### config.mk
export PLATFORM = sky130hd
export DESIGN_NAME = dma_chain_walker
export DESIGN_NICKNAME = d
export VERILOG_FILES = /design/src/rtl/dma_chain_walker_pkg.sv /design/src/rtl/dma_chain_walker_regs.sv /design/src/rtl/dma_chain_walker_fetch.sv /design/src/rtl/dma_chain_walker_seq.sv /design/src/rtl/dma_chain_walker.sv
export SDC_FILE = /design/constraint.sdc
export NUM_CORES = 1
export LEC_CHECK = 0
export ABC_AREA = 1
export BUFFER_PORTS_ARGS = -buffer_cell sky130_fd_sc_hd__buf_2
export CAP_MARGIN = 20
export CORE_ASPECT_RATIO = 0.5
export CORE_MARGIN = 2
export CORE_UTILIZATION = 45
export CTS_CLUSTER_SIZE = 10
export DETAILED_ROUTE_END_ITERATION = 12
export PLACE_DENSITY = 0.74
export SLEW_MARGIN = 5
export SYNTH_ARGS = -nofsm -noshare
export SYNTH_HDL_FRONTEND = slang
export SYNTH_SLANG_ARGS = --single-unit
### constraint.sdc
create_clock -name clk -period 2.7 [get_ports clk]
set_clock_uncertainty 0.15 [all_clocks]
set_input_delay 0.27 -clock clk [delete_from_list [all_inputs] [get_ports clk]]
set_output_delay 0.27 -clock clk [all_outputs]
set_load 0.1 [all_outputs]
### src/rtl/dma_chain_walker_pkg.sv
package dma_chain_walker_pkg;

    // Descriptor layout: word count and position of each decoded word
    localparam int DESC_WORDS = 8;
    localparam int WORD_BYTES = 4;
    localparam int IDX_W      = $clog2(DESC_WORDS);

    localparam int WIX_GEN  = 0;
    localparam int WIX_PORT = 1;
    localparam int WIX_SRC  = 2;
    localparam int WIX_DST  = 3;
    localparam int WIX_SIZE = 4;
    localparam int WIX_LINK = 5;

    // Channel window offsets
    localparam logic [5:0] OFS_HEAD = 6'h14;
    localparam logic [5:0] OFS_CTRL = 6'h1C;

    // Control word bit positions
    localparam int CTL_RUN_BIT   = 0;
    localparam int CTL_LIST_BIT  = 4;
    localparam int CTL_ABORT_BIT = 20;

    typedef enum logic [1:0] {
        ST_IDLE   = 2'd0,
        ST_FETCH  = 2'd1,
        ST_LAUNCH = 2'd2,
        ST_WAIT   = 2'd3
    } walk_state_t;

endpackage

### src/rtl/dma_chain_walker_regs.sv
module dma_chain_walker_regs
    import dma_chain_walker_pkg::*;
#(
    parameter int ADDR_W = 32,
    parameter int DATA_W = 32,
    parameter int OFS_W  = 6
) (
    input  logic              clk,
    input  logic              rst_n,
    input  logic              wr_en,
    input  logic [OFS_W-1:0]  wr_ofs,
    input  logic [DATA_W-1:0] wr_data,
    output logic [ADDR_W-1:0] head_ptr,
    output logic              start_req,
    output logic              cancel_req
);

    logic hit_head;
    logic hit_ctrl;

    assign hit_head = wr_en && (wr_ofs == OFS_W'(OFS_HEAD));
    assign hit_ctrl = wr_en && (wr_ofs == OFS_W'(OFS_CTRL));

    // Cancel always wins over the run bits of the same word
    assign cancel_req = hit_ctrl && wr_data[CTL_ABORT_BIT];
    assign start_req  = hit_ctrl && wr_data[CTL_RUN_BIT] && wr_data[CTL_LIST_BIT]
                        && !wr_data[CTL_ABORT_BIT];

    always_ff @(posedge clk) begin
        if (!rst_n) begin
            head_ptr <= '0;
        end else if (hit_head) begin
            head_ptr <= wr_data[ADDR_W-1:0];
        end
    end

endmodule

### src/rtl/dma_chain_walker_fetch.sv
module dma_chain_walker_fetch
    import dma_chain_walker_pkg::*;
#(
    parameter int ADDR_W = 32,
    parameter int DATA_W = 32,
    parameter int SIZE_W = 24
) (
    input  logic              clk,
    input  logic              rst_n,
    input  logic              fetch_go,
    input  logic              abort,
    input  logic [ADDR_W-1:0] node_ptr,
    input  logic              rd_valid,
    input  logic [DATA_W-1:0] rd_data,
    output logic [ADDR_W-1:0] rd_addr,
    output logic              last_word,
    output logic [DATA_W-1:0] gen_q,
    output logic [DATA_W-1:0] port_q,
    output logic [ADDR_W-1:0] src_q,
    output logic [ADDR_W-1:0] dst_q,
    output logic [SIZE_W-1:0] size_q,
    output logic [ADDR_W-1:0] link_q
);

    localparam logic [IDX_W-1:0] LAST_IDX = IDX_W'(DESC_WORDS - 1);

    logic [IDX_W-1:0] idx;
    logic             take;

    assign take      = fetch_go && !abort && rd_valid;
    assign last_word = take && (idx == LAST_IDX);
    assign rd_addr   = node_ptr + ADDR_W'(idx) * ADDR_W'(WORD_BYTES);

    // Word counter: restarts whenever the sequencer leaves FETCH or aborts
    always_ff @(posedge clk) begin
        if (!rst_n) begin
            idx <= '0;
        end else if (!fetch_go || abort) begin
            idx <= '0;
        end else if (rd_valid) begin
            idx <= (idx == LAST_IDX) ? '0 : idx + 1'b1;
        end
    end

    // Context capture; words 6 and 7 are read but not kept
    always_ff @(posedge clk) begin
        if (!rst_n) begin
            gen_q  <= '0;
            port_q <= '0;
            src_q  <= '0;
            dst_q  <= '0;
            size_q <= '0;
            link_q <= '0;
        end else if (take) begin
            case (idx)
                IDX_W'(WIX_GEN):  gen_q  <= rd_data;
                IDX_W'(WIX_PORT): port_q <= rd_data;
                IDX_W'(WIX_SRC):  src_q  <= rd_data[ADDR_W-1:0];
                IDX_W'(WIX_DST):  dst_q  <= rd_data[ADDR_W-1:0];
                IDX_W'(WIX_SIZE): size_q <= rd_data[SIZE_W-1:0];
                IDX_W'(WIX_LINK): link_q <= rd_data[ADDR_W-1:0];
                default: ;
            endcase
        end
    end

    // address held while a word is outstanding
    p_addr_hold_r2: assert property (@(posedge clk) disable iff (!rst_n)
        fetch_go && !rd_valid && !abort |=> $stable(rd_addr));

    // address steps one word after each accepted word
    p_addr_step_r2: assert property (@(posedge clk) disable iff (!rst_n)
        fetch_go && rd_valid && !abort && !last_word
        |=> rd_addr == $past(rd_addr) + ADDR_W'(WORD_BYTES));

endmodule

### src/rtl/dma_chain_walker_seq.sv
module dma_chain_walker_seq
    import dma_chain_walker_pkg::*;
#(
    parameter int ADDR_W = 32
) (
    input  logic              clk,
    input  logic              rst_n,
    input  logic              start_req,
    input  logic              cancel_req,
    input  logic [ADDR_W-1:0] head_ptr,
    input  logic              last_word,
    input  logic [ADDR_W-1:0] link_ptr,
    input  logic              xfer_done,
    output walk_state_t       state,
    output logic [ADDR_W-1:0] cur_ptr,
    output logic              mem_rd_req,
    output logic              xfer_start,
    output logic              evt_loaded,
    output logic              evt_cmd_done
);

    walk_state_t state_q;
    walk_state_t state_d;
    logic        first_q;

    assign state = state_q;

    always_comb begin
        state_d = state_q;
        unique case (state_q)
            ST_IDLE:   if (start_req) state_d = ST_FETCH;
            ST_FETCH:  if (last_word) state_d = ST_LAUNCH;
            ST_LAUNCH: state_d = ST_WAIT;
            ST_WAIT:   if (xfer_done) state_d = (link_ptr != '0) ? ST_FETCH : ST_IDLE;
            default:   state_d = ST_IDLE;
        endcase
        if (cancel_req) state_d = ST_IDLE;
    end

    always_ff @(posedge clk) begin
        if (!rst_n) begin
            state_q <= ST_IDLE;
        end else begin
            state_q <= state_d;
        end
    end

    // Node pointer and first-launch flag
    always_ff @(posedge clk) begin
        if (!rst_n) begin
            cur_ptr <= '0;
            first_q <= 1'b0;
        end else begin
            if (state_q == ST_IDLE && start_req && !cancel_req) begin
                cur_ptr <= head_ptr;
                first_q <= 1'b1;
            end else if (state_q == ST_WAIT && xfer_done && !cancel_req
                         && link_ptr != '0) begin
                cur_ptr <= link_ptr;
            end
            if (state_q == ST_LAUNCH) first_q <= 1'b0;
        end
    end

    always_comb begin
        mem_rd_req   = (state_q == ST_FETCH);
        xfer_start   = (state_q == ST_LAUNCH);
        evt_loaded   = (state_q == ST_LAUNCH) && first_q;
        evt_cmd_done = (state_q == ST_WAIT) && xfer_done && !cancel_req;
    end

    p_start_single_r5: assert property (@(posedge clk) disable iff (!rst_n)
        xfer_start |=> !xfer_start);

    p_loaded_at_launch_r5: assert property (@(posedge clk) disable iff (!rst_n)
        evt_loaded |-> xfer_start);

    p_cancel_quiet_r10: assert property (@(posedge clk) disable iff (!rst_n)
        cancel_req |=> !mem_rd_req && !xfer_start);

    p_done_in_wait_r6: assert property (@(posedge clk) disable iff (!rst_n)
        evt_cmd_done |-> xfer_done);

endmodule

### src/rtl/dma_chain_walker.sv
module dma_chain_walker
    import dma_chain_walker_pkg::*;
#(
    parameter int ADDR_W = 32,
    parameter int DATA_W = 32,
    parameter int OFS_W  = 6,
    parameter int SIZE_W = 24
) (
    input  logic              clk,
    input  logic              rst_n,
    input  logic              cfg_wr_en,
    input  logic [OFS_W-1:0]  cfg_wr_ofs,
    input  logic [DATA_W-1:0] cfg_wr_data,
    output logic              mem_rd_req,
    output logic [ADDR_W-1:0] mem_rd_addr,
    input  logic              mem_rd_valid,
    input  logic [DATA_W-1:0] mem_rd_data,
    output logic              xfer_start,
    output logic [SIZE_W:0]   xfer_bytes,
    output logic [ADDR_W-1:0] xfer_src,
    output logic [ADDR_W-1:0] xfer_dst,
    output logic [DATA_W-1:0] xfer_gen_cfg,
    output logic [DATA_W-1:0] xfer_port_cfg,
    input  logic              xfer_done,
    output logic              evt_loaded,
    output logic              evt_cmd_done
);

    logic [ADDR_W-1:0] head_ptr;
    logic              start_req;
    logic              cancel_req;
    logic              last_word;
    logic [ADDR_W-1:0] link_ptr;
    logic [ADDR_W-1:0] cur_ptr;
    logic [SIZE_W-1:0] size_q;
    walk_state_t       state;

    dma_chain_walker_regs #(
        .ADDR_W(ADDR_W), .DATA_W(DATA_W), .OFS_W(OFS_W)
    ) u_regs (
        .clk        (clk),
        .rst_n      (rst_n),
        .wr_en      (cfg_wr_en),
        .wr_ofs     (cfg_wr_ofs),
        .wr_data    (cfg_wr_data),
        .head_ptr   (head_ptr),
        .start_req  (start_req),
        .cancel_req (cancel_req)
    );

    dma_chain_walker_seq #(
        .ADDR_W(ADDR_W)
    ) u_seq (
        .clk          (clk),
        .rst_n        (rst_n),
        .start_req    (start_req),
        .cancel_req   (cancel_req),
        .head_ptr     (head_ptr),
        .last_word    (last_word),
        .link_ptr     (link_ptr),
        .xfer_done    (xfer_done),
        .state        (state),
        .cur_ptr      (cur_ptr),
        .mem_rd_req   (mem_rd_req),
        .xfer_start   (xfer_start),
        .evt_loaded   (evt_loaded),
        .evt_cmd_done (evt_cmd_done)
    );

    dma_chain_walker_fetch #(
        .ADDR_W(ADDR_W), .DATA_W(DATA_W), .SIZE_W(SIZE_W)
    ) u_fetch (
        .clk       (clk),
        .rst_n     (rst_n),
        .fetch_go  (state == ST_FETCH),
        .abort     (cancel_req),
        .node_ptr  (cur_ptr),
        .rd_valid  (mem_rd_valid),
        .rd_data   (mem_rd_data),
        .rd_addr   (mem_rd_addr),
        .last_word (last_word),
        .gen_q     (xfer_gen_cfg),
        .port_q    (xfer_port_cfg),
        .src_q     (xfer_src),
        .dst_q     (xfer_dst),
        .size_q    (size_q),
        .link_q    (link_ptr)
    );

    // Stored count is bytes minus one
    assign xfer_bytes = (SIZE_W+1)'(size_q) + 1'b1;

endmodule

# Word level (Yosys, flattened, before mapping)
# Cells that the tools add are included.
[totals]
ff_bits = 254
inputBits = 75
out_inout_bits = 189
wordCells = 70
[op_classes]
addsub = 3
eq_ne = 14
muxes = 8
bitwise = 1
n_reduce_logical = 33
[ops]
columns = ["op", "n"]
rows = [
  ["$mux 32", 2],
  ["$add 32x5->32", 1],
  ["$reduce_bool 32->1", 1],
  ["$add 24x1->25 const B", 1],
  ["$logic_and 1x1->1", 15],
  ["$eq 6x5->1 const B", 2],
  ["$reduce_and 2->1", 6],
  ["$eq 3x3->1 const B", 3],
  ["$pmux 2 s4", 1],
  ["$eq 3x2->1 const B", 2],
  ["$mux 2", 3],
  ["$reduce_or 2->1", 3],
  ["$eq 2x2->1 const B", 2],
  ["$ne 2x2->1 const B", 2],
  ["$add 3x1->3 const B", 1],
  ["$eq 3x1->1 const B", 1],
  ["$logic_not 1->1", 3],
  ["$logic_not 3->1", 1],
  ["$mux 3", 1],
  ["$reduce_and 3->1", 1],
  ["$eq 2x1->1 const B", 1],
  ["$logic_not 2->1", 1],
  ["$ne 2x1->1 const B", 1],
  ["$reduce_bool 2->1", 1],
  ["3 further kinds", 3],
]

# Longest topological paths before layout
[depth]
word_depth = 9
mapped_depth = 11
mapped_depth_nobuf = 10

# By module
# Synthesis repeated with hierarchy kept, for this count alone.
[unflattened]
cells_unflattened = 1681
area_unflattened_um2 = 11831.3
[modules_own_cells]
columns = ["mod", "n_inst", "cells_per_inst", "area_per_inst_um2", "seq_area_each_um2"]
rows = [
  ["dma_chain_walker_fetch", 1, 1023, 7656.1, 3743.6],
  ["dma_chain_walker_seq", 1, 312, 1990.7, 700.7],
  ["dma_chain_walker_regs", 1, 222, 1487.7, 640.6],
  ["dma_chain_walker", 1, 124, 696.9, 0.0],
]

# Worst setup path before layout
# OpenSTA, ideal clock, no wires.
[synth_path]
path_type = "register -> output"
from = "register u_fetch.size_q[0]"
to = "output port xfer_bytes[24]"
t_arrival_ns = 3.301
setup_slack_ns = -1.021
path_stages_with_launch = 8
path_buffers = 0
path_cell_list = "dfxtp_1 -> ha_1 -> nand2_1 -> nor3_2 -> nand4_1 -> nor2_2 -> nand2_1 -> nor3_1"
[synth_via]
elab_chain_cells = 1
[synth_lines]
columns = ["item", "line_no", "source"]
rows = [
  ["from (decl)", "dma_chain_walker_fetch.sv:21", "output logic [SIZE_W-1:0] size_q,"],
  ["from (signal assigned)", "dma_chain_walker_fetch.sv:60", "IDX_W'(WIX_SIZE): size_q <= rd_data[SIZE_W-1:0];"],
  ["$add 24x1->25", "dma_chain_walker.sv:91", "assign xfer_bytes = (SIZE_W+1)'(size_q) + 1'b1;"],
  ["to (decl)", "dma_chain_walker.sv:19", "output logic [SIZE_W:0] xfer_bytes,"],
]
# Every way passes these cells.

# Worst setup path after layout
[layout_path]
from = "register u_fetch.idx[0]"
to = "output port mem_rd_addr[20]"
[layout_via]
elab_chain_cells = 1
[layout_lines]
columns = ["item", "line_no", "source"]
rows = [
  ["from (decl)", "dma_chain_walker_fetch.sv:27", "logic [IDX_W-1:0] idx;"],
  ["from (signal assigned)", "dma_chain_walker_fetch.sv:41", "idx <= (idx == LAST_IDX) ? '0 : idx + 1'b1;"],
  ["$add 32x5->32", "dma_chain_walker_fetch.sv:32", "assign rd_addr = node_ptr + ADDR_W'(idx) * ADDR_W'(WORD_BYTES);"],
  ["to (decl)", "dma_chain_walker.sv:15", "output logic [ADDR_W-1:0] mem_rd_addr,"],
]
# Every way passes these cells.

==> results.toml <==
[synth]
yosys_warnings = 0
synth_compound_area_share_pct = 19.1
avgSynthCellArea_sq_um = 7.24
seq_area_frac_synth_pct = 43.9
synth_top_family_by_area = "simple AND/OR/NAND/NOR gates"
synth_simple_gate_area_share_pct = 19.4
syn_nets = 1690
synthAdderAreaFrac_pct = 1.68
synthMuxAreaShare_pct = 0
syn_area_sq_um = 11600
ys_seq_elements = 254
syn-instance-count = 1600
synth_cell_types = 33
synth_xor_area_share_pct = 3.33

[route]
dr.first_iter.drc_count = 832
drc = 0
drtAntennaViolNets = 0
drtPass1Iterations = 6
avgRoutedWirePerCell_um = 16.6
vias = 11600
via_per_inst = 5.15
wirelength_um = 37300

[setup_path]
path_cells = "ha_4, fa_2, a21oi_4, nor2_4, buf_6, nand4_1, nor2_2, buf_6, xor2_4, buf_12"
critical_path.max_stage_delay_ns = 0.37
r2r_setup_slack_ns = 0.18
start_kind = "flip-flop"
crit_required_ns = 2.28
path_max_fanout = 3
endpoint_kind = "output port"
critPathMostFrequentCell = "buf_6"
cpMaxStageDelayCell = "fa_2"
arrival_ns = 2.42
path_class = "flip-flop to output port"

[layout]
multiInputGateArea_sq_um = 5810
drive_above_1_share_pct = 24.7
fillCellCount = 2187
nets = 1990
syn_to_final_growth_pct = 36.9
seq_area_sq_um = 5120
stdcell_count = 2245
utilization_pct = 62.9

[timing]
setup_ws_ns = -0.136
finalSetupViolations = 11
period_share_pct = 105
setup_tns_ns = -0.697
fin_crit_ns = 2.84
slew-limit-headroom_pct = 40.9
drv_slew = 0
worstMarginPinSlew_ns = 0.887
rsz0062_at_grt = "yes"
fmax_mhz = 353
hold_viol_final = 0

[die]
die-area_sq_um = 27100
start_util_pct = 45.9
row_count = 41
io_pins = 264
die_w_um = 231
die_h_um = 117
core_area_sq_um = 25200

[cts]
cts.path.max_buffers = 3
clk_latency_ns = 0.54
cts_tree = "done"
clk_pin_slew_ns = 0.06
h-tree-depth = 1
clock-sinks = 254
ctsRootBufferMaster = "clkbuf_16"
cts_buffers = 29

[global_route]
grt_antenna_before_repair = 0
grt_first_pass_wirelength_um = 56800
grt_max_degree = 109
grt_overflow = 0
track_usage_pct = 26.0
grt_pass1_vias = 10400

[placed_design]
gp_congestion = 0.925
place_inst = 2138
portBuffers = 263
dp_hpwl_um = 24400

[pwr]
peakVddDrop_v = 0.000527
power.leakage_nw = 6.94
power.density_nw_per_um2 = 533
fin_total_pwr_w = 0.00845

[flow_run]
max_cap_violations = 0

[run_status]
failed_checks = "negative setup slack"
outcome = "finished, violations left"

[worst_hold_path]
hp-class = "primary input to flip-flop"
## registers in the layout (all words and copies together), names as in the netlist
signal and cells:
u_seq.first_q 1, u_seq.cur_ptr 32, u_seq.state 2, u_fetch.link_q 32, u_fetch.idx 3, u_regs.head_ptr 32
u_fetch.port_q 32, u_fetch.size_q 24, u_fetch.src_q 32, u_fetch.dst_q 32, u_fetch.gen_q 32
## placed cells by master (no fill, tap or decap), types with 44 or more instances in the layout
cell and instances:
inv_1 246, dfxtp_1 237, o21ai_0 181, nand4_1 50, a21oi_1 223, nor2_1 142, nand3_1 44, dlygate4sd3_1 57
nand2_1 185, buf_2 222
## cell type report
cell class | instances | area share (%)
Sequential cell | 254 | 32.3
Multi-Input combinational cell | 997 | 36.6
Clock buffer | 30 | 4.60
Tap cell | 344 | 2.71
Inverter | 251 | 5.94
Timing Repair Buffer | 367 | 17.8
Antenna cell | 1 | 0.0158
Clock inverter | 1 | 0.0473
## per-stage QoR
step / worst slack (ns) / hold slack, ns / area (sq um)
3_3_place_gp: 0.201 / 0.277 / 13800
6_report: -0.136 / 0.00286 / 15900
3_5_place_dp: 0.141 / 0.281 / 13800
2_1_floorplan: -0.217 / 0.285 / 11900
5_1_grt: -0.249 / 0.0129 / 15900
4_1_cts: -0.236 / 0.000925 / 15500
## cells in the mapped netlist, drive strengths merged
cell type	instances	share of area, %
xor2	44	3.3
nor2	158	5.3
nor4	3	0.16
inv	251	8.1
nand3	49	2.3
fa	1	0.17
a22oi	1	0.065
nand4	55	3.6
nand2	203	6.8
a21oi	225	9.7
dfxtp	254	44
clkbuf	40	1.3
nand3b	1	0.065
buf	59	3.2
nor3	24	1.1
o21ai	216	9.3
ha	14	1.5
and3	1	0.054
or2	1	0.054
## logic make-up (layout without fill, tap and decap cells)
group	after synthesis	after routing
XOR/XNOR	44	44
AND/OR/NAND/NOR	495	496
flip-flops	254	254
adder cells (fa/ha/maj)	15	15
AO/OA/AOI/OAI	442	442
other	0	1
buffers and inverters	350	649
## worst max-delay path, delay by kind of cell, from the launching register on
family / cells / cell delay, ns
AOI/OAI and AO/OA: 1 / 0.17
xor gates and xnor gates: 1 / 0.15
adders and majority gates: 2 / 0.53
buffers and inverters: 3 / 0.43
DFF: 1 / 0.35
and+or+nand+nor: 3 / 0.23
## power by group
| group | switching [W] | total (W) | internal, W | leakage (nW) |
|---|---|---|---|---|
| combinational | 0.00101 | 0.00128 | 0.000267 | 4.52 |
| sequential | 0.0000469 | 0.00387 | 0.00383 | 2.06 |
| clock | 0.00142 | 0.00330 | 0.00188 | 0.359 |
| total | 0.00248 | 0.00845 | 0.00597 | 6.94 |
## worst paths after layout
check | from | to | cells past startpoint
max | u_fetch.idx[0] | mem_rd_addr[20] | 10
min | mem_rd_data[12] | u_fetch.dst_q[12] | 3
max reg2reg | u_fetch.idx[0] | u_fetch.gen_q[2] | 8
min reg2reg | u_fetch.gen_q[30] | u_fetch.gen_q[30] | 2
## what timing repair did
| action | CTS | global route |
|---|---|---|
| pin swaps | 24 | 21 |
| buffers inserted | 10 | 9 |
| hold endpoints to repair | 123 | 0 |
| cloned | 0 | 1 |
| endpoints found under the setup margin | 35 | 77 |
| hold buffers | 57 | 0 |
| gates resized for setup | 71 | 92 |
## layer usage
layer  track usage, %  part of all wire, %  vias to the layer above
met3             4.94                  6.7                      124
met1             35.6                   44                     5292
met4             9.60                  4.2                        0
met2             41.0                   45                      415
li1                 -                    -                     5727
met5                0                    0                        -
Power figures use the tool's default switching activity.
